===== src/rtl/sig_round_pkg.sv =====
// Package: shared types for the significand rounding unit.
// Assumes nothing beyond IEEE 1800-2017 packages.
package sig_round_pkg;

    // Rounding-mode codes; the numeric values are decoded at the port.
    typedef enum logic [1:0] {
        RM_NEAR_EVEN = 2'b00,
        RM_TO_ZERO   = 2'b01,
        RM_TO_POS    = 2'b10,
        RM_TO_NEG    = 2'b11
    } rmode_e;

endpackage


===== src/rtl/sig_compound_add.sv =====
// Module: sig_compound_add
// Forms X = A + B' (B' = B or ~B) once, then X+1 and X+2 with parallel
// trailing-ones prefix chains instead of further carry-propagate adders.
// Assumes: all outputs are W+2 bits wide so X+2 never wraps.
module sig_compound_add #(
    parameter int W = 24
) (
    input  logic [W-1:0] a_i,
    input  logic [W-1:0] b_i,
    input  logic         sub_i,
    output logic [W+1:0] sum0_o,
    output logic [W+1:0] sum1_o,
    output logic [W+1:0] sum2_o
);
    localparam int XW = W + 2;

    logic [W-1:0]  b_sel;
    logic [XW-1:0] x;
    logic [XW-1:0] all1_lo;   // all1_lo[i]: bits x[i-1:0] are all ones
    logic [XW-1:1] all1_hi;   // all1_hi[i]: bits x[i-1:1] are all ones

    // Select true or inverted second operand and form the base sum.
    always_comb begin
        b_sel = sub_i ? ~b_i : b_i;
        x     = {2'b00, a_i} + {2'b00, b_sel};
    end

    assign all1_lo[0] = 1'b1;
    assign all1_hi[1] = 1'b1;

    // Prefix chains: a bit toggles under +1 (or +2) when all lower bits are ones.
    for (genvar i = 0; i < XW - 1; i++) begin : g_lo
        assign all1_lo[i+1] = all1_lo[i] & x[i];
    end
    for (genvar i = 1; i < XW - 1; i++) begin : g_hi
        assign all1_hi[i+1] = all1_hi[i] & x[i];
    end

    // Candidate bits from the toggle masks.
    for (genvar i = 0; i < XW; i++) begin : g_out
        assign sum0_o[i] = x[i];
        assign sum1_o[i] = x[i] ^ all1_lo[i];
        if (i == 0) begin : g_b0
            assign sum2_o[i] = x[i];
        end else begin : g_bn
            assign sum2_o[i] = x[i] ^ all1_hi[i];
        end
    end

endmodule


===== src/rtl/sig_round_decide.sv =====
// Module: sig_round_decide
// Decides whether the truncated result is incremented, from mode, sign,
// truncated LSB and guard/round/sticky. Also flags inexactness.
// Assumes: guard/round/sticky describe the exact fraction below the LSB.
module sig_round_decide
    import sig_round_pkg::*;
(
    input  logic [1:0] rmode_i,
    input  logic       neg_i,
    input  logic       lsb_i,
    input  logic       grd_i,
    input  logic       rnd_i,
    input  logic       stk_i,
    output logic       inc_o,
    output logic       inexact_o
);
    logic any_lost;

    // Increment decision per mode.
    always_comb begin
        any_lost = grd_i | rnd_i | stk_i;
        unique case (rmode_e'(rmode_i))
            RM_NEAR_EVEN: inc_o = grd_i & (lsb_i | rnd_i | stk_i);
            RM_TO_ZERO:   inc_o = 1'b0;
            RM_TO_POS:    inc_o = ~neg_i & any_lost;
            RM_TO_NEG:    inc_o = neg_i & any_lost;
            default:      inc_o = 1'b0;
        endcase
        inexact_o = any_lost;
    end

endmodule


===== src/rtl/sig_cand_select.sv =====
// Module: sig_cand_select
// Picks the truncated and incremented candidates for the operation
// (add: X and X+1, subtract: X+1 and X+2), then the final one by inc.
// Assumes: for subtraction A >= B, so X+1 already equals A-B + 2^W.
module sig_cand_select #(
    parameter int W = 24
) (
    input  logic [W+1:0] sum0_i,
    input  logic [W+1:0] sum1_i,
    input  logic [W+1:0] sum2_i,
    input  logic         sub_i,
    input  logic         inc_i,
    output logic         lsb_o,
    output logic [W-1:0] sig_o,
    output logic         carry_o
);
    logic [W+1:0] base;
    logic [W+1:0] bump;
    logic [W+1:0] pick;

    // Candidate pair for the operation, then the rounding choice.
    always_comb begin
        base    = sub_i ? sum1_i : sum0_i;
        bump    = sub_i ? sum2_i : sum1_i;
        lsb_o   = base[0];
        pick    = inc_i ? bump : base;
        sig_o   = pick[W-1:0];
        carry_o = sub_i ? pick[W+1] : pick[W];
    end

endmodule


===== src/rtl/sig_round_unit.sv =====
// Module: sig_round_unit (top)
// Add/subtract-and-round of aligned significands with registered outputs.
// Assumes: op_a >= op_b when eff_sub=1; grd/rnd/stk supplied by caller.
module sig_round_unit #(
    parameter int SIG_W = 24
) (
    input  logic             clk,
    input  logic             rst_n,
    input  logic [SIG_W-1:0] op_a,
    input  logic [SIG_W-1:0] op_b,
    input  logic             eff_sub,
    input  logic             res_neg,
    input  logic             grd,
    input  logic             rnd,
    input  logic             stk,
    input  logic [1:0]       rmode,
    output logic [SIG_W-1:0] sig_out,
    output logic             carry_out,
    output logic             inexact
);
    logic [SIG_W+1:0] s0, s1, s2;
    logic             base_lsb;
    logic             do_inc;
    logic             inx_c;
    logic [SIG_W-1:0] sig_c;
    logic             carry_c;

    sig_compound_add #(.W(SIG_W)) u_add (
        .a_i    (op_a),
        .b_i    (op_b),
        .sub_i  (eff_sub),
        .sum0_o (s0),
        .sum1_o (s1),
        .sum2_o (s2)
    );

    sig_round_decide u_dec (
        .rmode_i   (rmode),
        .neg_i     (res_neg),
        .lsb_i     (base_lsb),
        .grd_i     (grd),
        .rnd_i     (rnd),
        .stk_i     (stk),
        .inc_o     (do_inc),
        .inexact_o (inx_c)
    );

    sig_cand_select #(.W(SIG_W)) u_sel (
        .sum0_i  (s0),
        .sum1_i  (s1),
        .sum2_i  (s2),
        .sub_i   (eff_sub),
        .inc_i   (do_inc),
        .lsb_o   (base_lsb),
        .sig_o   (sig_c),
        .carry_o (carry_c)
    );

    // Output register with synchronous active-low reset.
    always_ff @(posedge clk) begin
        if (!rst_n) begin
            sig_out   <= '0;
            carry_out <= 1'b0;
            inexact   <= 1'b0;
        end else begin
            sig_out   <= sig_c;
            carry_out <= carry_c;
            inexact   <= inx_c;
        end
    end

endmodule


===== config.mk =====
export PLATFORM = sky130hd
export DESIGN_NAME = sig_round_unit
export DESIGN_NICKNAME = d
export VERILOG_FILES = /design/src/rtl/sig_round_pkg.sv /design/src/rtl/sig_compound_add.sv /design/src/rtl/sig_round_decide.sv /design/src/rtl/sig_cand_select.sv /design/src/rtl/sig_round_unit.sv
export SDC_FILE = /design/constraint.sdc
export NUM_CORES = 1
export LEC_CHECK = 0
export BUFFER_PORTS_ARGS = -buffer_cell sky130_fd_sc_hd__buf_2
export CAP_MARGIN = 20
export CORE_MARGIN = 3
export CORE_UTILIZATION = 50
export DETAILED_ROUTE_END_ITERATION = 10
export PLACE_DENSITY = 0.82
export SLEW_MARGIN = 20
export SYNTH_ARGS = -nofsm -noshare
export SYNTH_HDL_FRONTEND = slang
export SYNTH_HIERARCHICAL = 1
export SYNTH_SLANG_ARGS = --single-unit

===== constraint.sdc =====
create_clock -name clk -period 7.8 [get_ports clk]
set_input_delay 0.78 -clock clk [delete_from_list [all_inputs] [get_ports clk]]
set_output_delay 0.78 -clock clk [all_outputs]
set_load 0.02 [all_outputs]

; ---- Word level (Yosys, flattened, before mapping)
; Index checks and enable logic that the tools add are counted.
[word_totals]
inputBits = 57
ff_bits = 26
output_inout_bits = 26
elab_cells = 121
[op_classes]
n_bitwise = 107
mux = 6
n_eq_ne = 3
n_reduce_logical = 1
add_sub_neg = 1
[ops]
columns = operator, count
row1 = 2-to-1 mux 26 bit, 3
row2 = AND 1 bit, 50
row3 = bitwise XOR 1 bit, 47
row4 = adder 24 x 24 -> 25 bit, 1
row5 = 2-to-1 mux 24 bit, 1
row6 = inverter 24 bit, 1
row7 = "== test 2 bit, second input constant", 2
row8 = OR 1 bit, 4
row9 = one-hot mux 1 bit (4 select lines), 1
row10 = inverter 1 bit, 3
row11 = "== test 2 x 1 -> 1 bit, second input constant", 1
row12 = logical NOT 2 bit, 1
row13 = "bitwise XOR 1 bit, first input constant", 2
row14 = 2-to-1 mux 1 bit, 1

; ---- Logic depth before layout (Yosys ltp)
[logic_depth]
ltp_word = 35
ltp_mapped = 31
ltp_nobuf = 30

; ---- Modules after synthesis
; Netlist, hierarchy kept.
[modules_own_cells]
columns = module, cells_each, seq_area_each_um2, instances, area_per_inst_um2
row1 = sig_compound_add, 231, 0.0, 1, 2006.9
row2 = sig_cand_select, 84, 0.0, 1, 858.3
row3 = sig_round_unit, 54, 520.5, 1, 730.7
row4 = sig_round_decide, 7, 0.0, 1, 40.0

; ---- Least setup slack after synthesis
; No wires, ideal clock.
[synth_timing]
path_type = input-to-reg
start = input eff_sub
end = register carry_out
setup_slack_ns = 1.019
setup_ns = 0.116
arrival_time_ns = 6.665
n_path_buf = 1
path_stages = 30
t_required_ns = 7.684
cell_sequence = clkbuf_1 -> xor2_1 -> ha_1 -> fa_1 -> ha_1 -> ha_1 -> ha_1 -> ha_1 -> ha_1 -> ha_1 -> ha_1 -> ha_1 -> ha_1 -> ha_1 -> ha_1 -> ha_1 -> ha_1 -> ha_1 -> ha_1 -> ha_1 -> ha_1 -> ha_1 -> ha_1 -> ha_1 -> ha_1 -> ha_1 -> ha_1 -> ha_1 -> mux4_2 -> and2_2
[synth_via]
elab_cells_between_ends = 62
cone_classes = add/sub: 1 / mux: 6 / bitwise: 55
[synth_lines]
columns = item, line_no
row1 = from (decl), sig_round_unit.sv:11  ; input logic eff_sub,
row2 = 2-to-1 mux 24 bit (*), sig_compound_add.sv:24  ; b_sel = sub_i ? ~b_i : b_i;
row3 = adder 24 x 24 -> 25 bit (*), sig_compound_add.sv:25  ; x = {2'b00, a_i} + {2'b00, b_sel};
row4 = net s0[1], sig_round_unit.sv:21  ; logic [SIG_W+1:0] s0, s1, s2;
row5 = AND 1 bit (*) (23 in a row), sig_compound_add.sv:33  ; assign all1_lo[i+1] = all1_lo[i] & x[i];
row6 = bitwise XOR 1 bit (*), sig_compound_add.sv:42  ; assign sum1_o[i] = x[i] ^ all1_lo[i];
row7 = net s1[24], sig_round_unit.sv:21
row8 = "2-to-1 mux 26 bit, on equally long branches", "sig_cand_select.sv:23, sig_cand_select.sv:24"
row9 = 2-to-1 mux 26 bit (*), sig_cand_select.sv:26  ; pick = inc_i ? bump : base;
row10 = 2-to-1 mux 1 bit (*), sig_cand_select.sv:28  ; carry_o = sub_i ? pick[W+1] : pick[W];
row11 = net carry_c, sig_round_unit.sv:26  ; logic carry_c;
row12 = to (signal assigned), sig_round_unit.sv:67  ; carry_out <= carry_c;
row13 = to (decl), sig_round_unit.sv:18  ; output logic carry_out,
; Mark *: on every way through the listed nets, which the timed path passes. The rest lies on a longest branch.
; A chain may end at the register's enable or synchronous reset.

; ---- Final worst setup path
; Same ends and word-level chain as after synthesis.

==> reports/results.txt <==
CTS sink count - 26
Pin count of the biggest net entering global routing - 51
Leakage power - 2.10 nW
First-pass GRT wire length - 12400 um
Mapped Cells - 374
Slowest Stage Delay on Critical Path - 0.50 ns
Kind of critical path - input port to register
Number of global-route vias before repair - 2965
Slowest CP cell - fa_1
Post-route ant nets - 0
WP data required - 7.97 ns
Outcome - completed
Detailed Routing Iterations Pass 1 - 4
CP Launch Type - input port
Critical Path End Type - register
Cts repair resizes - 0
Worst-path maximum fanout - 4
Post-CTS setup buffers - 0
Starting Density - 52.5%
Slew Limit Fails - 0
IO Pins - 83
CTS max path bufs - 2
Grt ovf - 0
RSZ-0062 raised after global routing - false
CTS Buf Count - 3
DIE AREA - 8310 um^2
Clock slew at reported path FFs - 0.08 ns
Final hold vios - 0
Core area - 6910 um^2
Final setup viols - 0
Initial antenna violation count - 0
P&R area growth vs syn - 12.5%
Final Worst Setup Slack - 1.14 ns
Initial drt markers - 74
ANT cells - 0
Gr usage total - 17.3%
Slew @ Worst Pin - 0.772 ns
Final WL - 7140 um
Tmin final - 6.66 ns
Relative slew slack - 48.6%
Syn Area/Cell - 9.69 um^2
Via count - 2913
Final instance area - 4080 um^2
CTS tree - done
Total power - 746 uW
Dpl hpwl - 5920 um
Max Cap Violations - 0
Post-Syn Nets - 503
Fmax - 0.150 GHz
Buf/Inv on CP - 1
Die width - 91.1 um
# hold bufs at CTS - 0
H-tree levels - 1
Final #Nets - 578
Placed cell area - 4040 um^2
Pre-CTS setup slack - 0.814 ns
Die Ht - 91.1 um
Rows - 30
DRC violations left - 0
I/O Buffers - 82
CP delay by family, top - adder cells
Avg WL per Cell - 13.2 um
Power Density - 183 nW/um^2
Layout cells sized above 1 - 26.6%
Arrival @ worst endpoint - 6.83 ns
GP Congestion - 0.849
Final Cycle Share - 85.4%
Total negative slack - 0 ns
Root buffer cell - clkbuf_8
Most Frequent Cell on Critical Path - ha_1
Hold WC Path Type - input port to register
Cell Area, Synth - 3620 um^2
Max VDD drop - 0.000101 V
YS warnings - 6
Vias per cell - 5.36
-- sequential cells by signal, summed over array words and instances, names as in the netlist --
| register | count |
|---|---|
| sig_out | 24 |
| carry_out | 1 |
| inexact | 1 |
-- where the power goes --
group	total, mW	internal (mW)	switching [mW]
clock network	0.0738	0.0345	0.0392
registers	0.171	0.164	0.00747
logic	0.502	0.225	0.276
-- routing by layer --
metal / global-route usage, % / wire (um) / up-vias
met4: 1.63 / 28 / 0
met3: 2.90 / 264 / 4
met2: 35.0 / 3840 / 51
li1: - / - / 1526
met5: 0 / 0 / -
met1: 19.2 / 3010 / 1332
-- layout make-up --
| type | instances | area [um^2] |
|---|---|---|
| Multi-Input combinational cell | 328 | 2950 |
| Fill cell | 651 | 2830 |
| Sequential cell | 26 | 520 |
| Timing Repair Buffer | 85 | 433 |
| Tap cell | 96 | 120 |
| Clock buffer | 3 | 41.3 |
| Inverter | 5 | 18.8 |
-- cell usage in the layout (no fill, tap or decap), drive strengths merged, types with 3 or more instances in the layout --
master / instances
xnor2: 14
nor2b: 3
ha: 71
dfxtp: 26
buf: 85
o21bai: 4
mux2i: 69
nor2: 11
or3: 3
o21ai: 10
a211oi: 3
nor3: 7
a21o: 8
o21a: 7
xor2: 31
inv: 5
clkbuf: 3
a21oi: 20
nand2: 10
o31ai: 3
nand3: 3
and2: 26
-- path summary, 6_finish.rpt --
path,startpoint,end,cells past startpoint
worst min-delay path,stk,inexact$_SDFF_PN0_,3
worst max-delay path,eff_sub,carry_out$_SDFF_PN0_,30
-- through the flow --
step	util (%)	hold slack (ns)	cells
after CTS	59.1	0.817	543
final	59.1	0.822	543
after detailed placement	58.5	1.10	540
after global routing	59.1	0.830	543
after floorplan	-	0.916	374
after global placement	58.5	1.09	540
Power figures use the tool's default switching activity.
